$ cat src/rtl/irq_sense_pkg.sv
package irq_sense_pkg;

  typedef enum logic [1:0] {
    SENSE_LEVEL = 2'd0,
    SENSE_FALL  = 2'd1,
    SENSE_RISE  = 2'd2,
    SENSE_BOTH  = 2'd3
  } sense_e;

  // Edge qualifier: does the change from prev to now match the mode?
  function automatic logic edge_hit(sense_e m, logic prev, logic now);
    case (m)
      SENSE_FALL: return prev & ~now;
      SENSE_RISE: return ~prev & now;
      SENSE_BOTH: return prev ^ now;
      default:    return 1'b0;
    endcase
  endfunction

  function automatic int clamp_base(int base, int nsrc);
    return (base > nsrc) ? nsrc : base;
  endfunction

endpackage

$ cat src/rtl/irq_src_cell.sv
module irq_src_cell
  import irq_sense_pkg::*;
(
  input  logic       clk,
  input  logic       rst_n,
  input  logic [1:0] mode_raw,
  input  logic       in_now,
  input  logic       sw_clr,
  input  logic       ack_clr,
  input  logic       presented,
  output logic       flag,
  output logic       withdraw
);

  sense_e mode;
  logic   prev;
  logic   hit;
  logic   is_level;
  logic   any_clr;

  assign mode     = sense_e'(mode_raw);
  assign is_level = (mode == SENSE_LEVEL);
  assign hit      = edge_hit(mode, prev, in_now);
  assign any_clr  = sw_clr | ack_clr;

  always_ff @(posedge clk or negedge rst_n) begin
    if (!rst_n) begin
      prev     <= 1'b0;
      flag     <= 1'b0;
      withdraw <= 1'b0;
    end else begin
      prev     <= in_now;
      withdraw <= is_level & flag & ~in_now & presented;
      if (is_level)     flag <= in_now;
      else if (hit)     flag <= 1'b1;
      else if (any_clr) flag <= 1'b0;
    end
  end

  // level flag follows the sampled input
  assert_level_track_R2: assert property (@(posedge clk) disable iff (!rst_n)
    is_level |=> (flag == $past(in_now)));

  // a qualifying edge always leaves the flag set, even with a clear
  assert_edge_sets_R3: assert property (@(posedge clk) disable iff (!rst_n)
    (!is_level && hit) |=> flag);

  // without an edge an edge-mode flag cannot rise
  assert_no_spurious_set_R5: assert property (@(posedge clk) disable iff (!rst_n)
    (!is_level && !hit && !flag) |=> !flag);

  // a withdraw pulse comes with the flag already cleared
  assert_withdraw_clear_R6: assert property (@(posedge clk) disable iff (!rst_n)
    withdraw |-> !flag);

endmodule

$ cat src/rtl/irq_mode_regs.sv
module irq_mode_regs
  import irq_sense_pkg::*;
#(
  parameter int              NSRC       = 32,
  parameter int              PIN_BASE   = 64,
  parameter int              NPIN       = 16,
  parameter logic [NSRC-1:0] LEVEL_MASK = '0,
  parameter int              IW         = 5
) (
  input  logic                 clk,
  input  logic                 rst_n,
  input  logic                 wr_en,
  input  logic [IW-1:0]        wr_pin,
  input  logic [1:0]           wr_mode,
  output logic [NSRC-1:0][1:0] mode
);

  localparam int PB = clamp_base(PIN_BASE, NSRC);

  for (genvar i = 0; i < NSRC; i++) begin : g_src
    localparam logic [1:0] RST_MODE = LEVEL_MASK[i] ? SENSE_LEVEL : SENSE_RISE;
    if ((i >= PB) && (i < PB + NPIN)) begin : g_pin
      logic [1:0] mode_q;
      always_ff @(posedge clk or negedge rst_n) begin
        if (!rst_n)                                 mode_q <= RST_MODE;
        else if (wr_en && wr_pin == IW'(i - PB))    mode_q <= wr_mode;
      end
      assign mode[i] = mode_q;
    end else begin : g_fixed
      assign mode[i] = RST_MODE;
    end
  end

endmodule

$ cat src/rtl/irq_sense_bank.sv
module irq_sense_bank
  import irq_sense_pkg::*;
#(
  parameter int              NSRC       = 32,
  parameter int              PIN_BASE   = 64,
  parameter int              NPIN       = 16,
  parameter logic [NSRC-1:0] LEVEL_MASK = '0,
  localparam int             IW         = (NSRC > 1) ? $clog2(NSRC) : 1,
  localparam int             AW         = IW + 1
) (
  input  logic            clk,
  input  logic            rst_n,
  input  logic [NSRC-1:0] irq_in,
  input  logic [AW-1:0]   reg_addr,
  input  logic            reg_we,
  input  logic [7:0]      reg_wdata,
  output logic [7:0]      reg_rdata,
  input  logic            ack_valid,
  input  logic [IW-1:0]   ack_idx,
  input  logic            cur_valid,
  input  logic [IW-1:0]   cur_idx,
  output logic [NSRC-1:0] pending,
  output logic [NSRC-1:0] withdraw
);

  localparam int PB = clamp_base(PIN_BASE, NSRC);

  logic                 pin_win;
  logic [IW-1:0]        reg_idx;
  logic                 flag_wr_zero;
  logic [NSRC-1:0][1:0] mode;

  assign pin_win      = reg_addr[AW-1];
  assign reg_idx      = reg_addr[IW-1:0];
  assign flag_wr_zero = reg_we & ~pin_win & ~reg_wdata[0];

  irq_mode_regs #(
    .NSRC(NSRC), .PIN_BASE(PIN_BASE), .NPIN(NPIN),
    .LEVEL_MASK(LEVEL_MASK), .IW(IW)
  ) u_modes (
    .clk    (clk),
    .rst_n  (rst_n),
    .wr_en  (reg_we & pin_win),
    .wr_pin (reg_idx),
    .wr_mode(reg_wdata[3:2]),
    .mode   (mode)
  );

  for (genvar i = 0; i < NSRC; i++) begin : g_cell
    irq_src_cell u_cell (
      .clk      (clk),
      .rst_n    (rst_n),
      .mode_raw (mode[i]),
      .in_now   (irq_in[i]),
      .sw_clr   (flag_wr_zero & (reg_idx == IW'(i))),
      .ack_clr  (ack_valid & (ack_idx == IW'(i))),
      .presented(cur_valid & (cur_idx == IW'(i))),
      .flag     (pending[i]),
      .withdraw (withdraw[i])
    );
  end

  always_comb begin
    reg_rdata = 8'h00;
    for (int i = 0; i < NSRC; i++) begin
      if (!pin_win && reg_idx == IW'(i))
        reg_rdata[0] = pending[i];
      if (pin_win && i >= PB && i < PB + NPIN && reg_idx == IW'(i - PB))
        reg_rdata[3:2] = mode[i];
    end
  end

  // only the single presented source can be withdrawn
  assert_one_withdraw_R6: assert property (@(posedge clk) disable iff (!rst_n)
    $onehot0(withdraw));

  // unused read bits stay zero
  assert_rdata_zero_R8: assert property (@(posedge clk) disable iff (!rst_n)
    (reg_rdata[7:4] == 4'h0) && (reg_rdata[1] == 1'b0));

endmodule

$ cat config.mk
export PLATFORM = sky130hd
export DESIGN_NAME = irq_sense_bank
export DESIGN_NICKNAME = d
export VERILOG_FILES = /design/src/rtl/irq_sense_pkg.sv /design/src/rtl/irq_src_cell.sv /design/src/rtl/irq_mode_regs.sv /design/src/rtl/irq_sense_bank.sv
export SDC_FILE = /design/constraint.sdc
export NUM_CORES = 1
export LEC_CHECK = 0
export BUFFER_PORTS_ARGS = -buffer_cell sky130_fd_sc_hd__buf_2
export CAP_MARGIN = 20
export CELL_PAD_IN_SITES_DETAIL_PLACEMENT = 1
export CELL_PAD_IN_SITES_GLOBAL_PLACEMENT = 1
export CORE_MARGIN = 4
export CORE_UTILIZATION = 39
export CTS_CLUSTER_SIZE = 20
export DETAILED_ROUTE_END_ITERATION = 16
export PLACE_DENSITY_LB_ADDON = 0.1
export SLEW_MARGIN = 20
export SYNTH_ARGS = -nofsm -noshare
export SYNTH_HDL_FRONTEND = slang
export SYNTH_SLANG_ARGS = --single-unit
export TNS_END_PERCENT = 1
$ cat constraint.sdc
create_clock -name clk -period 4.3 [get_ports clk]
set_clock_uncertainty 0.15 [all_clocks]
set_input_delay 0.86 -clock clk [delete_from_list [all_inputs] [get_ports clk]]
set_output_delay 0.86 -clock clk [all_outputs]
set_load 0.01 [all_outputs]
After elaboration in Yosys (flattened, before gate mapping):

Cells that the tools add are included.

* equality and inequality tests: 62
* multiplexer cells: 96
* bitwise operators: 164
* reductions and logical operators: 67

Operator list (count)
* $eq A5 B5 Y1 const B: 32
* $and A1 B1 Y1: 98
* $mux W1: 96
* $eq A5 B4 Y1 const B: 16
* $reduce_bool A2 Y1: 32
* $eq A5 B3 Y1 const B: 8
* $not A1 Y1: 34
* $logic_and A1 B1 Y1: 32
* $or A1 B1 Y1: 32
* $eq A5 B2 Y1 const B: 4
* $eq A5 B1 Y1 const B: 2
* $logic_not A5 Y1: 2
* $logic_not A1 Y1: 1

* register bits: 64
* input port bits: 61
* output and inout port bits: 72
* logic and storage cells: 453

Longest topological paths before layout:

* depth after elaboration: 34
* gate-level depth with buffers: 8
* mapped depth without buffers: 5

Modules after synthesis:

A second synthesis with hierarchy kept.

* cells, all modules: 787
* area, all modules: 7001.7 um^2

Modules (own cells, without submodules)
* irq_src_cell: instances 32, cells an instance 15, area each 162.7 um^2, seq. area each 75.1 um^2
* irq_sense_bank: instances 1, cells an instance 241, area each 1308.8 um^2, seq. area each 0.0 um^2
* irq_mode_regs: instances 1, cells an instance 66, area each 488.0 um^2, seq. area each 0.0 um^2

Least setup slack after synthesis:

Ideal clock, no wire load.

* path kind: input-to-output
* from: input reg_addr[1]
* to: output reg_rdata[0]
* arrival time: 2.011 ns
* required time: 3.290 ns
* slack: 1.279 ns
* stages: 6
* path buffers: 1
* cells stage by stage: buf_4 -> or3b_1 -> o22ai_2 -> a221oi_1 -> or3_1 -> nand3_1

* word-level cells in the longest chain between the ends: 34
* elaborated cells between the ends (all ways): 96
* those cells by class: 31 x eq/ne; 32 x mux; 33 x reduce/logical

RTL lines
* start: declaration: RTL line irq_sense_bank.sv:14 `input logic [AW-1:0] reg_addr,`
* $logic_not A5 Y1
* $logic_and A1 B1 Y1: RTL line irq_sense_bank.sv:66 `if (!pin_win && reg_idx == IW'(i))`
* $mux W1 (31 in a row): RTL line irq_sense_bank.sv:66
* $mux W1 *: RTL line irq_sense_bank.sv:66
* end: declaration: RTL line irq_sense_bank.sv:17 `output logic [7:0] reg_rdata,`

Mark *: on every way between the ends. The rest lies on a longest branch, timed or not.

Final worst setup path:

Ends and elaborated chain as after synthesis.

==> results.toml <==
[die]
die_y_um = 101.1
rows = 33
initial_core_util = 0.4055
fp.dieW_um = 101.1
dieArea_mm2 = 0.01023
io_pins = 133
core_mm2 = 0.008341

[worst_setup_path]
critical-path-top-delay-family = "buffers and inverters"
path_max_fanout = 26
crit_type = "in -> out"
worst_path_largest_cell_delay_ns = 0.45
cp-start-kind = "input pin"
arrival_ns = 2.62
critPathSlowestCell = "buf_2"
crit_top_cell = "buf_2"
worstPathRequired_ns = 3.29
cp-end-kind = "primary output"
crit_path_cell_trace = "buf_2, nand2b_1, buf_4, a2bb2oi_1, o211ai_1, a31o_2, nand3_1, buf_2"
cp.depth = 8
cp_num_buf_inv = 3
reg2reg_depth = 2

[logic_synthesis]
synth_ff_type = "dfrtp_1"
synth_fa_ha_area_frac = 0
synth-simple-area-share = 0.09323
yosys.cell_types.count = 45
synth_top_family_by_area = "buffers and inverters"
synth_edf_count = 0
syn_inst = 342
ys_async_sr_fraction = 1.000
ys_ff_latch = 64
yosysSeqAreaShare = 0.4735
synth_compound_area_frac = 0.1772
avgSynthCellArea_um2 = 9.889
ys_warn_count = 0
netlist_area_mm2 = 0.003382
synthXorXnorAreaFrac = 0
synthMuxAreaShare = 0.03737

[clock_tree]
cts_tree = "yes"
cts_hold_buf = 0
ctsResizeCount = 0
cts_root_buffer = "clkbuf_8"
clk_latency_ns = 0.34
postCtsSetupBuffers = 0
clockBufferDepth = 2
clock-sinks = 64
clk_pin_slew_ns = 0.08
cts_made_buffers = 9
htreeDepth = 3

[timing]
max_slew_margin = 0.5126
final-hold-violation-count = 0
rsz0062_at_grt = "false"
tightest_slew_ns = 0.7311
slew_violations = 0
min_period_ns = 3.629
min_period_over_period = 0.8438
clock.fmax_mhz = 275.6
tns_ns = 0
setup_viol = 0

[layout]
synthToLayoutAreaGrowth_pct = 9.730
final_common_cell = "buf_2"
diodes = 0
final_net_count = 452
drive_above_1_share = 0.2677
fin_util = 0.4449
fill_cells = 994
final_cell_mix = "buf_2 (80), dfrtp_1 (64), conb_1 (39)"

[detailed_routing]
wl_per_cell_um = 17.70
met1_length_um = 3941
viasPerCell = 5.044
dr.pass1.iters = 4
vias = 2527
drt.antenna.violating_nets = 0
wirelength_um = 8870
wl_met3_um = 589
top_layer_used = "met4"
drc = 0
wl_met2_um = 4184
drt_iter0_drc = 119

[grt]
grt_overflow = 0
grt_first_pass_wirelength_um = 14190
antenna_found_initial = 0
grt_use_total = 0.1817
grt_pass1_vias = 2669
grt_max_degree = 34

[place]
hpwl_um = 6660
gp_congestion = 0.8345
portBuffers = 80

[min_path]
whs_path_depth = 1
hp-class = "reg -> reg"

[power_and_ir_drop]
p_leak_nw = 1.663
clock_power_share = 0.409
power_density_mw_per_mm2 = 376.7
sw_frac_of_total = 0.2671
p_total_mw = 1.398
pwr-share-comb = 0.126
p_sw_mw = 0.3735
power.internal_mw = 1.025
power_frac_seq = 0.465
vdd_ir_drop_max_v = 0.0002111

[flow_run]
drv_cap = 0

[status]
status = "completed"
## cells by family after synthesis
| logic type | after synthesis |
|---|---|
| AOI/OAI and AO/OA | 86 |
| and+or+nand+nor | 61 |
| DFF | 64 |
| other | 1 |
| muxes | 10 |
| buffers and inverters | 120 |
## routing by layer
| layer | global-route usage | vias to the layer above |
|---|---|---|
| met3 | 0.04221 | 12 |
| met5 | 0 | - |
| met1 | 0.2434 | 1225 |
| li1 | - | 1185 |
| met4 | 0.06339 | 0 |
| met2 | 0.2892 | 105 |
## layout make-up
cell class | count | area (um2) | area share
clock inverters | 6 | 93.84 | 0.02529
clock buffers | 10 | 127.6 | 0.03439
well taps | 105 | 131.4 | 0.03540
inverters | 35 | 131.4 | 0.03540
multi-input cells | 196 | 1187 | 0.3200
flip-flops and latches | 64 | 1602 | 0.4316
repair buffers | 85 | 437.9 | 0.1180
## final timing paths
path / startpoint / end / slack [ns]
setup / recovery: reg_addr[1] / reg_rdata[0] / 0.67
hold / removal: g_cell[2].u_cell.prev$_DFF_PN0_ / g_cell[2].u_cell.flag$_DFFE_PN0P_ / 0.26
setup reg to reg: g_cell[24].u_cell.flag$_DFFE_PN0P_ / g_cell[24].u_cell.flag$_DFFE_PN0P_ / 3.36
hold reg to reg: g_cell[2].u_cell.prev$_DFF_PN0_ / g_cell[2].u_cell.flag$_DFFE_PN0P_ / 0.26
max in group asynchronous: rst_n / g_cell[3].u_cell.flag$_DFFE_PN0P_ / 2.67
min in group asynchronous: rst_n / g_cell[18].u_cell.flag$_DFFE_PN0P_ / 0.42
## sequential cells by signal, indices dropped and copies added (netlist names)
name,count
g_cell.u_cell.prev,32
g_cell.u_cell.flag,32
## through the flow
stage | setup slack, ns | area, um2 | hold WS (ns) | instances
after floorplan | 1.279 | 3525 | 0.2419 | 380
after global placement | 0.7117 | 3490 | 0.2435 | 485
after detailed placement | 0.6624 | 3490 | 0.2567 | 485
after CTS | 0.6551 | 3711 | 0.2677 | 501
after global routing | 0.5052 | 3711 | 0.2832 | 501
final | 0.6715 | 3711 | 0.2619 | 501
## Yosys cell counts, drive strengths merged (2+ instances only)
cell | n | share of area
a21oi | 2 | 0.0030
inv | 35 | 0.039
o21ai | 37 | 0.055
nand3b | 2 | 0.0044
clkbuf | 6 | 0.0067
nand3 | 7 | 0.010
nand4 | 2 | 0.0037
nand2 | 18 | 0.020
nor2b | 7 | 0.013
nor3 | 2 | 0.0030
buf | 79 | 0.17
mux4 | 2 | 0.013
or2 | 2 | 0.0037
a31oi | 2 | 0.0037
mux2i | 7 | 0.021
nand2b | 7 | 0.013
a2bb2oi | 2 | 0.0052
nor2 | 8 | 0.0089
dfrtp | 64 | 0.47
o22ai | 2 | 0.0055
o221ai | 32 | 0.083
## power by group through the flow
| stage | sequential [mW] | combinational [mW] | clock (mW) |
|---|---|---|---|
| floorplan | 0.655 | 0.144 | 0 |
| global placement | 0.661 | 0.173 | 0 |
| detailed placement | 0.662 | 0.177 | 0 |
| CTS | 0.651 | 0.178 | 0.584 |
| global route | 0.654 | 0.198 | 0.617 |
| finish | 0.651 | 0.176 | 0.571 |
Power figures use the tool's default switching activity.
